<file path="src/rtl/dmc_pkg.sv">
package dmc_pkg;
  localparam int ADDR_W    = 16;
  localparam int BYTE_W    = 8;
  localparam int LVL_W     = 7;
  localparam int RATE_W    = 4;
  localparam int PER_W     = 9;
  localparam int CNT_W     = 12;
  localparam int STALL_CYC = 4;

  // timer period in enabled CPU cycles for each rate index
  function automatic logic [PER_W-1:0] rate_period(input logic [RATE_W-1:0] idx);
    case (idx)
      4'd0:  return 9'd428;
      4'd1:  return 9'd380;
      4'd2:  return 9'd340;
      4'd3:  return 9'd320;
      4'd4:  return 9'd286;
      4'd5:  return 9'd254;
      4'd6:  return 9'd226;
      4'd7:  return 9'd214;
      4'd8:  return 9'd190;
      4'd9:  return 9'd160;
      4'd10: return 9'd142;
      4'd11: return 9'd128;
      4'd12: return 9'd106;
      4'd13: return 9'd84;
      4'd14: return 9'd72;
      default: return 9'd54;
    endcase
  endfunction
endpackage

</file>
<file path="src/rtl/dmc_rate_timer.sv">
module dmc_rate_timer
  import dmc_pkg::*;
#(
  parameter int RW = RATE_W,
  parameter int PW = PER_W
) (
  input  logic          clk,
  input  logic          rst_n,
  input  logic          cpu_ce,
  input  logic [RW-1:0] rate,
  output logic          tick
);
  logic [PW-1:0] cnt_q;

  assign tick = cpu_ce && (cnt_q == '0);

  always_ff @(posedge clk or negedge rst_n) begin
    if (!rst_n)
      cnt_q <= rate_period('0) - 1'b1;
    else if (cpu_ce)
      cnt_q <= (cnt_q == '0) ? rate_period(rate) - 1'b1 : cnt_q - 1'b1;
  end

  // shortest period is far above one cycle, so ticks never come back to back

  tick_spacing_chk: assert property (@(posedge clk) disable iff (!rst_n)
    tick |=> !tick);
endmodule

</file>
<file path="src/rtl/dmc_fetch.sv">
module dmc_fetch
  import dmc_pkg::*;
#(
  parameter int AW = ADDR_W,
  parameter int DW = BYTE_W,
  parameter int CW = CNT_W,
  parameter int SC = STALL_CYC
) (
  input  logic          clk,
  input  logic          rst_n,
  input  logic          cpu_ce,
  input  logic [DW-1:0] start_reg,
  input  logic [DW-1:0] len_reg,
  input  logic          loop_en,
  input  logic          irq_en,
  input  logic          irq_clr,
  input  logic          status_we,
  input  logic          chan_en,
  input  logic          take,
  output logic          buf_full,
  output logic [DW-1:0] buf_data,
  output logic          mem_req_valid,
  output logic [AW-1:0] mem_req_addr,
  input  logic          mem_req_ready,
  input  logic [DW-1:0] mem_rsp_data,
  output logic          active,
  output logic          irq,
  output logic          stall
);
  localparam int SCW = $clog2(SC + 1);
  localparam int OFS = AW - DW - 2;

  logic [AW-1:0]  addr_q, start_addr, next_addr;
  logic [CW-1:0]  remain_q, start_cnt;
  logic [SCW-1:0] stall_q;
  logic           full_q, irq_q, hs;

  assign start_addr = {2'b11, start_reg, {OFS{1'b0}}};
  assign start_cnt  = {len_reg, 4'b0000} + CW'(1);
  assign next_addr  = (addr_q == {AW{1'b1}}) ? {1'b1, {(AW-1){1'b0}}} : addr_q + 1'b1;

  assign mem_req_valid = !full_q && (remain_q != '0);
  assign mem_req_addr  = addr_q;
  assign hs            = mem_req_valid && mem_req_ready;
  assign buf_full      = full_q;
  assign active        = remain_q != '0;
  assign irq           = irq_q;
  assign stall         = stall_q != '0;

  always_ff @(posedge clk or negedge rst_n) begin
    if (!rst_n) begin
      addr_q   <= {2'b11, {(AW-2){1'b0}}};
      remain_q <= '0;
      full_q   <= 1'b0;
      buf_data <= '0;
      irq_q    <= 1'b0;
    end else begin
      if (hs) begin
        full_q   <= 1'b1;
        buf_data <= mem_rsp_data;
        if (remain_q == CW'(1)) begin
          if (loop_en) begin
            addr_q   <= start_addr;
            remain_q <= start_cnt;
          end else begin
            addr_q   <= next_addr;
            remain_q <= '0;
            if (irq_en) irq_q <= 1'b1;
          end
        end else begin
          addr_q   <= next_addr;
          remain_q <= remain_q - 1'b1;
        end
      end else if (take) begin
        full_q <= 1'b0;
      end
      if (status_we) begin
        irq_q <= 1'b0;
        if (!chan_en)
          remain_q <= '0;
        else if (remain_q == '0) begin
          addr_q   <= start_addr;
          remain_q <= start_cnt;
        end
      end
      if (irq_clr) irq_q <= 1'b0;
    end
  end

  always_ff @(posedge clk or negedge rst_n) begin
    if (!rst_n)
      stall_q <= '0;
    else if (hs)
      stall_q <= SCW'(SC);
    else if (cpu_ce && stall_q != '0)
      stall_q <= stall_q - 1'b1;
  end


  addr_upper_half_chk: assert property (@(posedge clk) disable iff (!rst_n)
    addr_q[AW-1]);

  req_hold_chk: assert property (@(posedge clk) disable iff (!rst_n)
    mem_req_valid && !mem_req_ready && !status_we |=> mem_req_valid && $stable(mem_req_addr));

  irq_only_enabled_chk: assert property (@(posedge clk) disable iff (!rst_n)
    $rose(irq_q) |-> $past(irq_en));

  irq_status_clear_chk: assert property (@(posedge clk) disable iff (!rst_n)
    status_we |=> !irq_q);

  disable_stops_chk: assert property (@(posedge clk) disable iff (!rst_n)
    status_we && !chan_en |=> !active && !mem_req_valid);

  stall_after_fetch_chk: assert property (@(posedge clk) disable iff (!rst_n)
    hs |=> stall);
endmodule

</file>
<file path="src/rtl/dmc_output.sv">
module dmc_output
  import dmc_pkg::*;
#(
  parameter int DW = BYTE_W,
  parameter int LW = LVL_W
) (
  input  logic          clk,
  input  logic          rst_n,
  input  logic          tick,
  input  logic          buf_full,
  input  logic [DW-1:0] buf_data,
  input  logic          lvl_we,
  input  logic [LW-1:0] lvl_data,
  output logic          take,
  output logic [LW-1:0] level
);
  localparam int BCW = $clog2(DW) + 1;
  localparam logic [LW-1:0] TOP = LW'((1 << LW) - 2);

  logic [BCW-1:0] bits_q;
  logic [DW-1:0]  sh_q;
  logic           silent_q, last;
  logic [LW-1:0]  level_q;

  assign last  = bits_q == BCW'(1);
  assign take  = tick && last && buf_full;
  assign level = level_q;

  always_ff @(posedge clk or negedge rst_n) begin
    if (!rst_n) begin
      bits_q   <= BCW'(DW);
      sh_q     <= '0;
      silent_q <= 1'b1;
    end else if (tick) begin
      sh_q <= sh_q >> 1;
      if (last) begin
        bits_q <= BCW'(DW);
        if (buf_full) begin
          sh_q     <= buf_data;
          silent_q <= 1'b0;
        end else begin
          silent_q <= 1'b1;
        end
      end else begin
        bits_q <= bits_q - 1'b1;
      end
    end
  end

  always_ff @(posedge clk or negedge rst_n) begin
    if (!rst_n)
      level_q <= '0;
    else if (lvl_we)
      level_q <= lvl_data;
    else if (tick && !silent_q) begin
      if (sh_q[0] && level_q < TOP)
        level_q <= level_q + LW'(2);
      else if (!sh_q[0] && level_q > LW'(1))
        level_q <= level_q - LW'(2);
    end
  end


  step_size_chk: assert property (@(posedge clk) disable iff (!rst_n)
    tick && !silent_q && !lvl_we |=> (level_q == $past(level_q) + LW'(2)) ||
                                     (level_q == $past(level_q) - LW'(2)) || $stable(level_q));

  no_tick_hold_chk: assert property (@(posedge clk) disable iff (!rst_n)
    !tick && !lvl_we |=> $stable(level_q));

  silent_hold_chk: assert property (@(posedge clk) disable iff (!rst_n)
    tick && silent_q && !lvl_we |=> $stable(level_q));
endmodule

</file>
<file path="src/rtl/dmc_channel.sv">
module dmc_channel
  import dmc_pkg::*;
#(
  parameter int AW = ADDR_W,
  parameter int DW = BYTE_W,
  parameter int LW = LVL_W,
  parameter int RW = RATE_W
) (
  input  logic          clk,
  input  logic          rst_n,
  input  logic          cpu_ce,
  input  logic          ctrl_we,
  input  logic          level_we,
  input  logic          start_we,
  input  logic          length_we,
  input  logic [DW-1:0] wr_data,
  input  logic          status_we,
  input  logic          status_chan_en,
  output logic          mem_req_valid,
  output logic [AW-1:0] mem_req_addr,
  input  logic          mem_req_ready,
  input  logic [DW-1:0] mem_rsp_data,
  output logic [LW-1:0] level,
  output logic          active,
  output logic          irq,
  output logic          cpu_stall
);
  logic          irq_en_q, loop_q;
  logic [RW-1:0] rate_q;
  logic [DW-1:0] start_q, len_q;
  logic          tick, take, buf_full;
  logic [DW-1:0] buf_data;

  always_ff @(posedge clk or negedge rst_n) begin
    if (!rst_n) begin
      irq_en_q <= 1'b0;
      loop_q   <= 1'b0;
      rate_q   <= '0;
      start_q  <= '0;
      len_q    <= '0;
    end else begin
      if (ctrl_we) begin
        irq_en_q <= wr_data[7];
        loop_q   <= wr_data[6];
        rate_q   <= wr_data[RW-1:0];
      end
      if (start_we)  start_q <= wr_data;
      if (length_we) len_q   <= wr_data;
    end
  end

  dmc_rate_timer #(.RW(RW), .PW(PER_W)) u_timer (
    .clk(clk), .rst_n(rst_n), .cpu_ce(cpu_ce), .rate(rate_q), .tick(tick)
  );

  dmc_fetch #(.AW(AW), .DW(DW), .CW(CNT_W), .SC(STALL_CYC)) u_fetch (
    .clk(clk), .rst_n(rst_n), .cpu_ce(cpu_ce),
    .start_reg(start_q), .len_reg(len_q), .loop_en(loop_q), .irq_en(irq_en_q),
    .irq_clr(ctrl_we && !wr_data[7]),
    .status_we(status_we), .chan_en(status_chan_en),
    .take(take), .buf_full(buf_full), .buf_data(buf_data),
    .mem_req_valid(mem_req_valid), .mem_req_addr(mem_req_addr),
    .mem_req_ready(mem_req_ready), .mem_rsp_data(mem_rsp_data),
    .active(active), .irq(irq), .stall(cpu_stall)
  );

  dmc_output #(.DW(DW), .LW(LW)) u_out (
    .clk(clk), .rst_n(rst_n), .tick(tick), .buf_full(buf_full), .buf_data(buf_data),
    .lvl_we(level_we), .lvl_data(wr_data[LW-1:0]), .take(take), .level(level)
  );


  irq_ctrl_clear_chk: assert property (@(posedge clk) disable iff (!rst_n)
    ctrl_we && !wr_data[7] |=> !irq);

  level_load_chk: assert property (@(posedge clk) disable iff (!rst_n)
    level_we |=> level == $past(wr_data[LW-1:0]));
endmodule

</file>
<file path="config.mk">
export PLATFORM = sky130hd
export DESIGN_NAME = dmc_channel
export DESIGN_NICKNAME = d
export VERILOG_FILES = /design/src/rtl/dmc_pkg.sv /design/src/rtl/dmc_rate_timer.sv /design/src/rtl/dmc_fetch.sv /design/src/rtl/dmc_output.sv /design/src/rtl/dmc_channel.sv
export SDC_FILE = /design/constraint.sdc
export NUM_CORES = 1
export LEC_CHECK = 0
export BUFFER_PORTS_ARGS = -buffer_cell sky130_fd_sc_hd__clkbuf_2
export CAP_MARGIN = 10
export CORE_ASPECT_RATIO = 1.5
export CORE_UTILIZATION = 60
export DETAILED_ROUTE_END_ITERATION = 6
export PLACE_DENSITY = 0.79
export SYNTH_ARGS = -nofsm -noshare
export SYNTH_HDL_FRONTEND = slang
export SYNTH_SLANG_ARGS = --single-unit
</file>
<file path="constraint.sdc">
create_clock -name clk -period 6.8 [get_ports clk]
set_input_delay 0.34 -clock clk [delete_from_list [all_inputs] [get_ports clk]]
set_output_delay 0.34 -clock clk [all_outputs]
set_load 0.005 [all_outputs]
</file>
Yosys cells after proc, flatten, opt, wreduce, memory -nomap -nowiden
Memories as Yosys holds them, arrays and structs flattened.
Cells that the tools add are included.
{ "word_totals": {"mem_count": 1, "ff_bits": 92, "in_bits": 26, "rom_bits": 128, "output_inout_bits": 27, "elab_cells": 93} }
{ "classes": {"n_reduce_logical": 28, "magnitude_cmp": 2, "n_addsub": 9, "n_eq_ne": 4, "mux": 33} }
{ "mem_list": {"columns": ["memory", "depth", "word_bits", "read_ports", "rd_clocked_by_memory_dff", "write_ports", "line", "source"], "rows": [
  ["(no name shown)", 16, 8, 1, 0, 0, "dmc_pkg.sv:12", "case (idx)"]
]} }
{ "ops": {"columns": ["cell", "n"], "rows": [
  ["$mux 16", 7],
  ["$mux 12", 6],
  ["$mux 7", 4],
  ["$mux 9", 2],
  ["$sub 9x1->9 const B", 2],
  ["$add 16x1->16 const B", 1],
  ["$eq 16x16->1 const B", 1],
  ["$mux 8", 2],
  ["$reduce_bool 3->1", 5],
  ["$add 12x1->12 const B", 1],
  ["$eq 12x1->1 const B", 1],
  ["$logic_not 12->1", 1],
  ["$reduce_bool 12->1", 1],
  ["$sub 12x1->12 const B", 1],
  ["$logic_and 1x1->1", 10],
  ["$logic_not 9->1", 1],
  ["$mux 1", 9],
  ["$add 7x2->7 const B", 1],
  ["$gt 7x1->1 const B", 1],
  ["$lt 7x7->1 const B", 1],
  ["$sub 7x2->7 const B", 1],
  ["$mux 3", 2],
  ["$reduce_bool 2->1", 3],
  ["$eq 4x1->1 const B", 1],
  ["other kinds (7)", 11]
]} }

Logic depth before layout (Yosys ltp)
Gate-level depths: netlist of run 1.
{ "logic_depth": {"word_depth": 8, "ltp_mapped": 10, "ltp_nobuf": 10} }

Modules after synthesis
From an unflattened synthesis of run 1, not the netlist that was laid out.
{ "unflattened": {"cells_unflattened": 553, "hier_area_um2": 5439.0} }
{ "modules_own_cells": {"columns": ["mod", "seq_area_each_um2", "n_inst", "cells_each", "area_each_um2"], "rows": [
  ["dmc_fetch", 1028.5, 1, 273, 2374.8],
  ["dmc_output", 503.0, 1, 118, 1167.4],
  ["dmc_rate_timer", 232.7, 1, 114, 975.9],
  ["dmc_channel", 550.5, 1, 48, 920.9]
]} }

Worst setup path before layout of run 1
OpenSTA, ideal clock, no wires.
{ "synth_timing": {"kind": "register -> register", "from": "register u_out.level_q[1], in the netlist u_out.level[1]", "to": "register u_out.level_q[6], in the netlist u_out.level[6]", "setup_ps": 82, "path_stages_with_launch": 10, "synth_period_minus_slack_ps": 2603, "t_required_ps": 6718, "t_arrival_ps": 2521, "setup_slack_ps": 4197, "path_buffers": 0, "cell_sequence": "dfrtp_1 -> nand2_1 -> o21ai_0 -> ha_1 -> a211o_1 -> a21oi_1 -> o21bai_1 -> xnor2_1 -> or3_1 -> a31oi_1"} }
{ "synth_via": {"elab_chain_len": 5, "word_cells_on_any_way": 12, "cone_classes": "2 x add/sub; 2 x order compare; 4 x mux; 4 x reduce/logical"} }
{ "synth_rtl": {"columns": ["item", "line", "source"], "rows": [
  ["start: declaration", "dmc_output.sv:23", "logic [LW-1:0] level_q;"],
  ["start signal: assignment", "dmc_output.sv:54", "level_q <= lvl_data;"],
  ["start signal: assignment", "dmc_output.sv:57", "level_q <= level_q + LW'(2);"],
  ["start signal: assignment", "dmc_output.sv:59", "level_q <= level_q - LW'(2);"],
  ["$sub 7x2->7 / $lt 7x7->1 (equally long branches)", "dmc_output.sv:59, dmc_output.sv:56", null],
  ["$mux 7 / $logic_and 1x1->1 (equally long branches)", "dmc_output.sv:58, dmc_output.sv:56", null],
  ["$mux 7", "dmc_output.sv:56", "if (sh_q[0] && level_q < TOP)"],
  ["$mux 7", "dmc_output.sv:55", "else if (tick && !silent_q) begin"],
  ["$mux 7", "dmc_output.sv:53", "else if (lvl_we)"]
]} }
Parallel ways exist; a longest one is shown, timed or not. The select of a mux whose other input is x is not followed.
A chain may end at the register's enable or synchronous reset.

Final worst setup path of run 1
{ "layout_timing": {"from": "register u_timer.cnt_q[0]", "to": "register u_out.level_q[6], in the netlist u_out.level[6]"} }
{ "layout_via": {"elab_chain_len": 5} }
{ "layout_rtl": {"columns": ["item", "line", "source"], "rows": [
  ["start: declaration", "dmc_rate_timer.sv:13", "logic [PW-1:0] cnt_q;"],
  ["start signal: assignment", "dmc_rate_timer.sv:19", "cnt_q <= rate_period('0) - 1'b1;"],
  ["start signal: assignment", "dmc_rate_timer.sv:21", "cnt_q <= (cnt_q == '0) ? rate_period(rate) - 1'b1 : cnt_q - 1'b1;"],
  ["$logic_not 9->1", "dmc_rate_timer.sv:15", "assign tick = cpu_ce && (cnt_q == '0);"],
  ["$logic_and 1x1->1", "dmc_rate_timer.sv:15", null],
  ["$logic_and 1x1->1", "dmc_output.sv:55", null],
  ["$reduce_bool 2->1 (no source line)", null, null],
  ["$reduce_and 2->1 (no source line)", null, null]
]} }
Every way passes these cells.

==> results of run 1 <==
-- worst max-delay path: stages (launching register included) --
cell and delay (ns):
dfstp_2 0.39, inv_1 0.10, ha_1 0.15, nor4b_2 0.40
nand3_1 0.66, a211o_1 0.64, or3_1 0.39, a31oi_1 0.17
-- kinds of logic (layout without fill, tap and decap cells) --
group	after synthesis	count (layout)	share of synthesized area
compound gates	115	115	0.1464
xor+xnor	30	30	0.05081
fa+ha+maj	20	20	0.04984
buf+inv	40	94	0.03436
flops	92	92	0.4476
mux	31	31	0.06702
simple gates	213	213	0.2040
-- routing by layer --
| metal | GRT usage | vias to the layer above | share of wire |
|---|---|---|---|
| met4 | 0.1031 | 0 | 0.022 |
| met1 | 0.3189 | 1986 | 0.42 |
| met5 | 0 | - | 0 |
| met3 | 0.04882 | 24 | 0.036 |
| li1 | - | 1983 | - |
| met2 | 0.5044 | 102 | 0.52 |
-- repair_timing --
item	CTS	global route
endpoints found under the hold margin	29	0
hold buffers	1	0
gates resized for setup	0	0
setup buffers	0	0
-- power by group --
part	switching [W]	internal [W]
clock network	0.000200	0.000304
registers	0.000154	0.000703
logic	0.000397	0.000289
-- flip-flops by register name, summed over array words and instances, names as in the netlist --
name / count
u_out.level: 7
rate_q: 4
u_timer.cnt_q: 9
u_fetch.stall_q: 3
u_fetch.mem_req_addr: 16
u_fetch.remain_q: 12
start_q: 8
u_out.sh_q: 8
u_out.bits_q: 4
loop_q: 1
u_out.silent_q: 1
len_q: 8
irq_en_q: 1
u_fetch.irq: 1
u_fetch.buf_full: 1
u_fetch.buf_data: 8
-- cell type report --
class,count,area [sq um]
inverter,22,82.58
clock inverter,4,47.55
multi-input combinational,409,2679
timing repair buffer,56,295.3
clock buffer,12,256.5
sequential,92,2315
fill,667,2552
tap,107,133.9
-- worst max path at each step --
| stage | slack (ns) | startpoint | end |
|---|---|---|---|
| floorplan | 4.20 | u_out.level[1] | u_out.level[6] |
| global placement | 3.95 | u_out.level[1] | u_out.level[6] |
| detailed placement | 3.85 | u_timer.cnt_q[0] | u_out.level[6] |
| CTS | 3.80 | u_timer.cnt_q[0] | u_out.level[6] |
| global route | 3.58 | u_timer.cnt_q[0] | u_out.level[6] |
| finish | 3.82 | u_timer.cnt_q[0] | u_out.level[6] |
-- through the flow --
stage	hold WS (ns)	setup WS, ns
2_1_floorplan	0.04441	4.197
3_3_place_gp	0.3055	3.952
3_5_place_dp	0.3083	3.849
4_1_cts	0.1948	3.801
5_1_grt	0.2079	3.581
6_report	0.2007	3.820
-- cell usage after synthesis, types with 3 or more instances --
master / number
buf_2: 4
o21ai_0: 43
o22ai_1: 5
nand2_1: 85
a31oi_1: 3
inv_1: 22
nor3_1: 14
dfstp_2: 10
nand3_1: 15
nor3b_1: 5
mux2i_1: 11
dfrtp_1: 82
xnor2_1: 18
or3_1: 6
nor2b_1: 5
mux2_2: 19
a21o_1: 4
a22oi_1: 3
o211ai_1: 4
nor4_1: 3
and3_1: 3
ha_1: 19
nand4_1: 6
nand2b_1: 9
a21oi_1: 23
nor2_1: 43
xor2_1: 12
clkbuf_1: 9
==> metrics, run 1 <==
outcome=finished, final reports clean; total power density per cell area=about 350 mW/mm^2; Yosys top cell area share=0.3968; final-report hold violation count=0; diodes inserted=0; syn_area_per_cell=around 9.6 sq um; Synth cell types=slightly above 70; mapped cell area=0.005171 sq mm; r2r endpoint=u_out.level[6]; end-of-flow core utilization=0.6947; first-pass GRT wire length=between 15 and 20 mm; Final Max Tran Viols=0; WHS Path Cells=3; asr flop ratio synth=1.000; fmax=~340 MHz; total negative slack=0 ns; static leakage power=2.512 nW; dpl cell area=0.005495 sq mm; I/O Pins=53; number of flops mapped to enable cells by yosys=0; Final setup viols=0; Post-Route WL=roughly 11 mm; # rows=41; Max IR drop VDD=0.2431 mV; worst-path fanout max=24; Worst Setup Path Type=reg2reg; CTS Buffer Depth=2; Worst-Skew Late Latency=0.33 ns; largest net degree at the start of global routing=about 60; most common cell after layout, fill and taps aside=nand2_1; minimum clock period=approximately 3.0 ns; port bufs=52; worst hold path endpoint=u_fetch.buf_data[3]; sequential-to-total area share from yosys stat=0.4476; worst clock skew=approximately 0.0065 ns; Post-Syn Instances=541; DRC=0; core area=0.008362 sq mm; TritonCTS clock tree=built; post-synthesis register bit count=just over 90; height of the die=115.7 um; aggregate global-route resource usage=0.2750; GRT overflow=0; kind of end point of the critical path=flop; Routed wire per std cell=between 15 and 20 um; initial antenna violation count=0; total power after layout=roughly 0.0020 W; Rel. slew slack=0.3964; non-filler cells, final=702; antenna-violating nets left=0; CTS Buf Count=9; chip width=about 78 um; total number of vias=around 4000; RR Startpoint=u_timer.cnt_q[0]; unrepaired setup endpoints after global routing=false; Pre-antenna DRT Iters=4; GP Congestion=around 0.94; CP arrival=3.23 ns; most common flop cell mapped by yosys=dfrtp_1; H-tree depth=3; Synth area leaders=dfrtp_1, nand2_1, dfstp_2, ha_1, o21ai_0; cell taking the most area after synthesis=dfrtp_1; syn_nets=587; Vias/cell=~5.8; startpoint types=flop; vias in the first global route=roughly 4100; commonest non-fill, non-tap cells in the layout=nand2_1, dfrtp_1, clkbuf_2; 1st-iter DRT viols=around 220; Root Driver=clkbuf_16; hold path start=mem_rsp_data[3]; clock sinks=92; slew at the pin closest to its max-slew limit=0.8960 ns; final instance area=a little under 0.006 sq mm; Syn-to-layout area delta=12.34%; Die ar.=0.009001 sq mm; synth warn=0; Initial Util=0.6184; clk slew on worst S/H paths=about 0.060 ns; Worst Path Required=a little over 7 ns; Reg2Reg Depth=7; Cells after DPL=around 690; dpl hpwl=around 8.4 mm; Final Cycle Share=0.4382; Reg2Reg Setup Slack=approximately 3.8 ns; Nets=about 640; layout cell share with drive strength beyond 1=0.1983; MaxCap Viol Count=0; worst min-delay path class=in2reg
(Power assumes the default switching activity.)
==> run 2: changes to the inputs <==
ABC_AREA = 1   (was default)
clock period = 3 ns   (was 6.8 ns; I/O delays follow)
==> run 2 against run 1 <==
Critical path type unchanged. Clock skew up 0.0013 ns. Clock-buffer cell count rose by 1. Largest power group unchanged. Sequential power grew 100%. Clock power up 150%. Setup slack worse by 3.0 ns. Non-clock buffer count grew 3. Global-route usage is 2.5 points higher. Flip-flop and latch count did not move. Area after synthesis up 7.7%. Core utilization increased by 0.50 points.
==> metrics, run 2 <==
slew at the pin closest to its max-slew limit=0.8121 ns (-0.08384 ns); Pre-antenna DRT Iters=5 (+1); startpoint types=flop; Die ar.=0.009677 sq mm (+7.5%); layout cell share with drive strength beyond 1=0.1665 (-0.03186); total number of vias=5033 (+23%); Final Max Tran Viols=0 (unchanged); RR Startpoint=u_fetch.remain_q[0]; cell taking the most area after synthesis=dfrtp_1; mapped cell area=0.005568 sq mm (+7.7%); GP Congestion=0.9236 (-1.3%); Largest register FFs=16 (unchanged); asr flop ratio synth=1.000 (unchanged); Max IR drop VDD=0.5309 mV (+120%); crit path buf inv count=2 (+1); worst clock skew=0.007833 ns (+0.001299 ns); CP arrival=2.38 ns (-0.85 ns); core area=0.008934 sq mm (+6.8%); DRC=0 (unchanged); port bufs=52 (unchanged); I/O Pins=53 (unchanged); kind of end point of the critical path=flop; Syn-to-layout area delta=12.27% (about the same); worst min-delay path class=in2reg; Post-CTS Setup Repair Bufs=0 (unchanged); most common cell after layout, fill and taps aside=nand2_1; WHS Path Cells=3 (unchanged); CTS Buf Count=9 (unchanged); syn_area_per_cell=7.504 sq um (-21%); worst hold path endpoint=u_fetch.buf_data[4]; post-synthesis register bit count=92 (unchanged); Worst Setup Path Type=reg2reg; fillcell total=740 (+11%); total power density per cell area=738.8 mW/mm^2 (+110%); vias in the first global route=4908 (+20%); P_int=0.002874 W (+120%); chip width=80.66 um (+3.7%); height of the die=120.0 um (+3.7%); static leakage power=3.188 nW (+27%); largest net degree at the start of global routing=41 (-33%); Switch Pwr=0.001744 W (+130%); outcome=finished, final reports clean; fmax=466.2 MHz (+39%); clock sinks=92 (unchanged); Flop pwr share=0.378 (-0.041); Reg2Reg Depth=12 (+5); post-CTS resize count=0 (unchanged); Final setup viols=0 (unchanged); total negative slack=0 ns (unchanged); unrepaired setup endpoints after global routing=false; Post-CTS Hold Fix Bufs=3 (+2); count leader, synth=nand2_1; final-report hold violation count=0 (unchanged); Initial Util=0.6232 (+0.004814); Synth area leaders=dfrtp_1, nand2_1, nor2_1, o21ai_0, inv_1; r2r endpoint=u_fetch.mem_req_addr[5]; Final Cycle Share=0.7149 (+0.2767); Worst-Skew Late Latency=0.35 ns (+0.02 ns); minimum clock period=2.145 ns (-0.8350 ns); Worst Path Required=3.24 ns (-3.81 ns); Synth cell types=44 (-38%); Clk pwr share=0.271 (+0.025); Logic pwr share=0.351 (+0.016); Post-Syn Instances=742 (+37%); H-tree depth=3 (unchanged); hold path start=mem_rsp_data[4]; syn_nets=788 (+34%); commonest non-fill, non-tap cells in the layout=nand2_1, dfrtp_1, nor2_1; aggregate global-route resource usage=0.2999 (+0.02490); Rel. slew slack=0.4566 (+0.06020); dpl hpwl=9.807 mm (+17%); Crit path max-delay family=simple AND/OR/NAND/NOR gates; Reg2Reg Setup Slack=0.86 ns (-2.97 ns); MaxCap Viol Count=0 (unchanged); Post-synth top cells=nand2_1, dfrtp_1, nor2_1; diodes inserted=0 (unchanged); most common flop cell mapped by yosys=dfrtp_1; TritonCTS clock tree=built; initial antenna violation count=0 (unchanged); Slowest-stage cell, CP=inv_2; sequential-to-total area share from yosys stat=0.4157 (-0.03189); crit path cell chain=inv_1, ha_1, nand2_2, nor2_4, nand2_4, nand3_4, inv_2, nand2_2, nor2_1, nand2_1, nand2_1, nor2_1; CTS Buffer Depth=2 (unchanged); clk slew on worst S/H paths=0.06 ns (about the same); Root Driver=clkbuf_16; Routed wire per std cell=14.60 um (-11%); Vias/cell=5.537 (-5.1%); worst-path fanout max=29 (+21%); first-pass GRT wire length=22.10 mm (+15%); Nets=840 (+32%); GRT overflow=0 (unchanged); 1st-iter DRT viols=268 (+21%); synth warn=0 (unchanged); number of flops mapped to enable cells by yosys=0 (unchanged); # rows=42 (+2.4%); Post-Route WL=13.27 mm (+16%); end-of-flow core utilization=0.6997 (+0.004972); CP peak stage delay=0.45 ns (-0.21 ns); Yosys top cell area share=0.3685 (-0.02827); antenna-violating nets left=0 (unchanged); switch share=0.3776 (+0.01088)
[run 2: area by class of cell]
cell class / instances / area (sq um) / share of cell area
clock buffer: 13 / 260.3 / 0.04163
clock inverter: 3 / 68.82 / 0.01101
multi-input combinational: 547 / 2828 / 0.4524
inverter: 85 / 319.1 / 0.05104
sequential: 92 / 2315 / 0.3703
timing repair buffer: 59 / 322.8 / 0.05164
tap: 110 / 137.6 / 0.02202
[run 2: metal layers]
layer,up-vias,global-route usage,part of all wire
li1,2471,-,-
met5,-,0,0
met4,0,0.1217,0.024
met1,2405,0.3291,0.39
met3,25,0.07681,0.048
met2,132,0.5360,0.54
[run 2: power by group through the flow]
stage	Sequential [W]	Combinational (W)	Clock [W]
2_1_floorplan	0.00171	0.00119	0
3_3_place_gp	0.00175	0.00155	0
3_5_place_dp	0.00176	0.00160	0
4_1_cts	0.00174	0.00162	0.00126
5_1_grt	0.00177	0.00185	0.00132
6_report	0.00175	0.00162	0.00125
[run 2: cell families (layout without fill, tap and decap cells)]
| logic type | after synthesis | in the layout | synth area share |
|---|---|---|---|
| muxes | 13 | 13 | 0.02629 |
| buffers and inverters | 103 | 160 | 0.07640 |
| DFF | 92 | 92 | 0.4157 |
| and+or+nand+nor | 393 | 393 | 0.3090 |
| AOI/OAI and AO/OA | 104 | 104 | 0.09955 |
| adders and majority gates | 20 | 20 | 0.04629 |
| xor gates and xnor gates | 17 | 17 | 0.02674 |
[run 2: worst max path at each step]
stage / to / from / cells past startpoint
after floorplan: u_out.level[4] / u_out.level[1] / 11
after global placement: u_fetch.mem_req_addr[7] / u_fetch.remain_q[0] / 12
after detailed placement: u_fetch.mem_req_addr[13] / u_fetch.remain_q[0] / 11
after CTS: u_fetch.mem_req_addr[13] / u_fetch.remain_q[0] / 11
after global routing: u_out.level[4] / u_out.level[1] / 11
final: u_fetch.mem_req_addr[5] / u_fetch.remain_q[0] / 12
[run 2: metrics by stage]
| step | hold WS [ns] | area, sq um | power (W) | worst slack, ns | instances |
|---|---|---|---|---|---|
| floorplan | -0.1456 | 5568 | 0.002900 | 1.116 | 742 |
| global placement | 0.1650 | 5892 | 0.003298 | 0.9439 | 890 |
| detailed placement | 0.1702 | 5892 | 0.003365 | 0.8655 | 890 |
| CTS | 0.002669 | 6251 | 0.004624 | 0.8533 | 909 |
| global route | 0.008272 | 6251 | 0.004940 | 0.6215 | 909 |
| finish | 0.001543 | 6251 | 0.004618 | 0.8552 | 909 |
[run 2: worst min-delay path: cells and delay by family]
| family | cells | cell delay, ns |
|---|---|---|
| buffers and inverters | 1 | 0.07 |
| AND/OR/NAND/NOR | 2 | 0.09 |
==> run 3: changes to the inputs <==
CORE_UTILIZATION = 54   (was 60)
PLACE_DENSITY = 0.75   (was 0.79)
clock period = 1.8 ns   (was 3 ns; I/O delays follow)
==> run 3 against run 2 <==
The flow now finishes with violations (design-rule violations). Clock-buffer cell count fell by 2. Die area rose by 11%. Clock skew up 0.0016 ns. Flip-flop and latch count stayed put.
==> metrics, run 3 (synthesis results as in run 2) <==
Max IR drop VDD=0.5875 mV (+11%); Worst Setup Path Type=reg2reg; Routed wire per std cell=15.54 um (+6.4%); startpoint types=flop; total number of vias=5410 (+7.5%); I/O Pins=53 (unchanged); Final setup viols=0 (unchanged); Root Driver=clkbuf_16; GRT overflow=0 (unchanged); 1st-iter DRT viols=363 (+35%); kind of end point of the critical path=flop; Final Cycle Share=0.9892 (+0.2742); final instance area=0.007182 sq mm (+15%); most common cell after layout, fill and taps aside=nand2_1; Die ar.=0.01073 sq mm (+11%); initial antenna violation count=0 (unchanged); worst-path fanout max=6 (-79%); Critical Path Most Common Cell=nand2_1; RR Startpoint=u_out.level[4]; DRC=2 (+2); slew at the pin closest to its max-slew limit=0.4128 ns (-0.3994 ns); Pre-antenna DRT Iters=7 (+2); height of the die=126.4 um (+5.3%); Worst-Skew Late Latency=0.35 ns (about the same); chip width=84.91 um (+5.3%); vias in the first global route=5145 (+4.8%); GP Congestion=0.9246 (+0.11%); Nets=899 (+7.0%); dpl hpwl=10.38 mm (+5.9%); static leakage power=3.564 nW (+12%); unrepaired setup endpoints after global routing=true; crit path cell chain=nand2_1, nor2_2, nand3_2, nand2_4, ha_4, nand2_4, nor2_2, nand2_1, o211ai_1, a21oi_1, nand3b_1, nand2_1; layout cell share with drive strength beyond 1=0.2940 (+0.1276); antenna-violating nets left=0 (unchanged); clk slew on worst S/H paths=0.07 ns (about the same); MaxCap Viol Count=0 (unchanged); port bufs=52 (unchanged); Crit path max-delay family=simple AND/OR/NAND/NOR gates; clock sinks=92 (unchanged); CTS Buffer Depth=2 (unchanged); Rel. slew slack=0.7238 (+0.2672); crit path buf inv count=0 (-2); fillcell total=746 (+0.81%); Initial Util=0.5525 (-0.07080); total power density per cell area=1157 mW/mm^2 (+57%); H-tree depth=3 (unchanged); final-report hold violation count=0 (unchanged); worst clock skew=0.009462 ns (+0.001629 ns); diodes inserted=0 (unchanged); TritonCTS clock tree=built; r2r endpoint=u_out.level[6]; minimum clock period=1.781 ns (-0.3643 ns); commonest non-fill, non-tap cells in the layout=nand2_1, dfrtp_1, nor2_1; # rows=45 (+7.1%); Final Max Tran Viols=0 (unchanged); Reg2Reg Setup Slack=0.02 ns (-0.84 ns); Fin Hold WS=0.05363 ns (+0.05208 ns); worst min-delay path class=in2reg; Largest register FFs=16 (unchanged); Post-Route WL=15.14 mm (+14%); core area=0.01008 sq mm (+13%); aggregate global-route resource usage=0.2795 (-0.02037); CTS Buf Count=9 (unchanged); CP arrival=2.02 ns (-0.36 ns); Reg2Reg Depth=12 (unchanged); Syn-to-layout area delta=28.99%; Slowest-stage cell, CP=dfrtp_1; largest net degree at the start of global routing=38 (-7.3%); failing checks=design-rule violations; CP peak stage delay=0.36 ns (-0.09 ns); first-pass GRT wire length=23.54 mm (+6.5%); multi-input logic area=0.003192 sq mm (+13%); hold path start=wr_data[5]; fmax=561.6 MHz (+20%); Worst Path Required=2.04 ns (-1.20 ns); dpl cell area=0.006216 sq mm (+5.5%); Reg area=0.002317 sq mm (+0.11%); outcome=finished with violations; Vias/cell=5.554 (+0.32%); WHS Path Cells=2 (-1); worst hold path endpoint=len_q[5]
==> run 3: changes by cell type in the layout (fill, tap and decap cells not counted), moves of 8 or more <==
cell     change
a21oi_1     -10
buf_4       +42
ha_1        -11
ha_4         +9
inv_1        -9
nand2_1     -14
nand2_2      +8
nor2_1      -12
nor2_2       +8
o21ai_0     -11
o21ai_1      +8
==> run 3: layout make-up <==
cell class	count	share of cell area
clock inverters	4	0.007143
inverters	85	0.04547
repair buffers	118	0.1275
multi-input cells	547	0.4444
flip-flops and latches	92	0.3226
clock buffers	11	0.03240
well taps	117	0.02038
==> run 3: layer usage <==
layer	vias to the layer above	global-route usage	wire length (um)
li1	2596	-	-
met1	2575	0.3126	5693
met2	184	0.5127	8119
met3	55	0.04750	621
met4	0	0.1306	700
met5	-	0	0
==> run 3: worst max path at each step <==
stage,from,to,slack [ns],cells after the start
global placement,u_out.level[2],u_out.level[4],-0.04,11
floorplan,u_out.level[1],u_out.level[4],-0.02,11
CTS,u_fetch.remain_q[1],u_fetch.mem_req_addr[10],0.004,12
global route,u_out.level[3],u_out.level[6],-0.12,12
finish,u_out.level[4],u_out.level[6],0.02,12
detailed placement,u_out.level[2],u_out.level[4],-0.14,11
==> run 3: repair_timing <==
action,CTS,global route
gates resized for setup,21,82
hold buffers,9,0
setup buffers,4,13
endpoints found under the hold margin,35,0
pin swaps,3,30
setup endpoints to repair,31,45
cloned,0,3
==> run 3: report_power, final <==
group          total [W]  switching [W]  leakage (nW)  internal [W]
registers        0.00289       0.000384          1.09       0.00250
logic            0.00353        0.00211          2.34       0.00143
clock network    0.00189       0.000816         0.136       0.00107
total            0.00831        0.00331          3.56       0.00500
==> run 3: through the flow <==
| step | util | instances | worst slack, ns | power [W] | TNS (ns) |
|---|---|---|---|---|---|
| floorplan | - | 742 | -0.01980 | 0.004835 | -0.01980 |
| global placement | 0.6168 | 930 | -0.03991 | 0.005737 | -0.03991 |
| detailed placement | 0.6168 | 930 | -0.1398 | 0.005839 | -0.4048 |
| CTS | 0.6658 | 958 | 0.003610 | 0.007823 | 0 |
| global route | 0.7126 | 974 | -0.1239 | 0.008822 | -0.9046 |
| finish | 0.7126 | 974 | 0.01949 | 0.008309 | 0 |
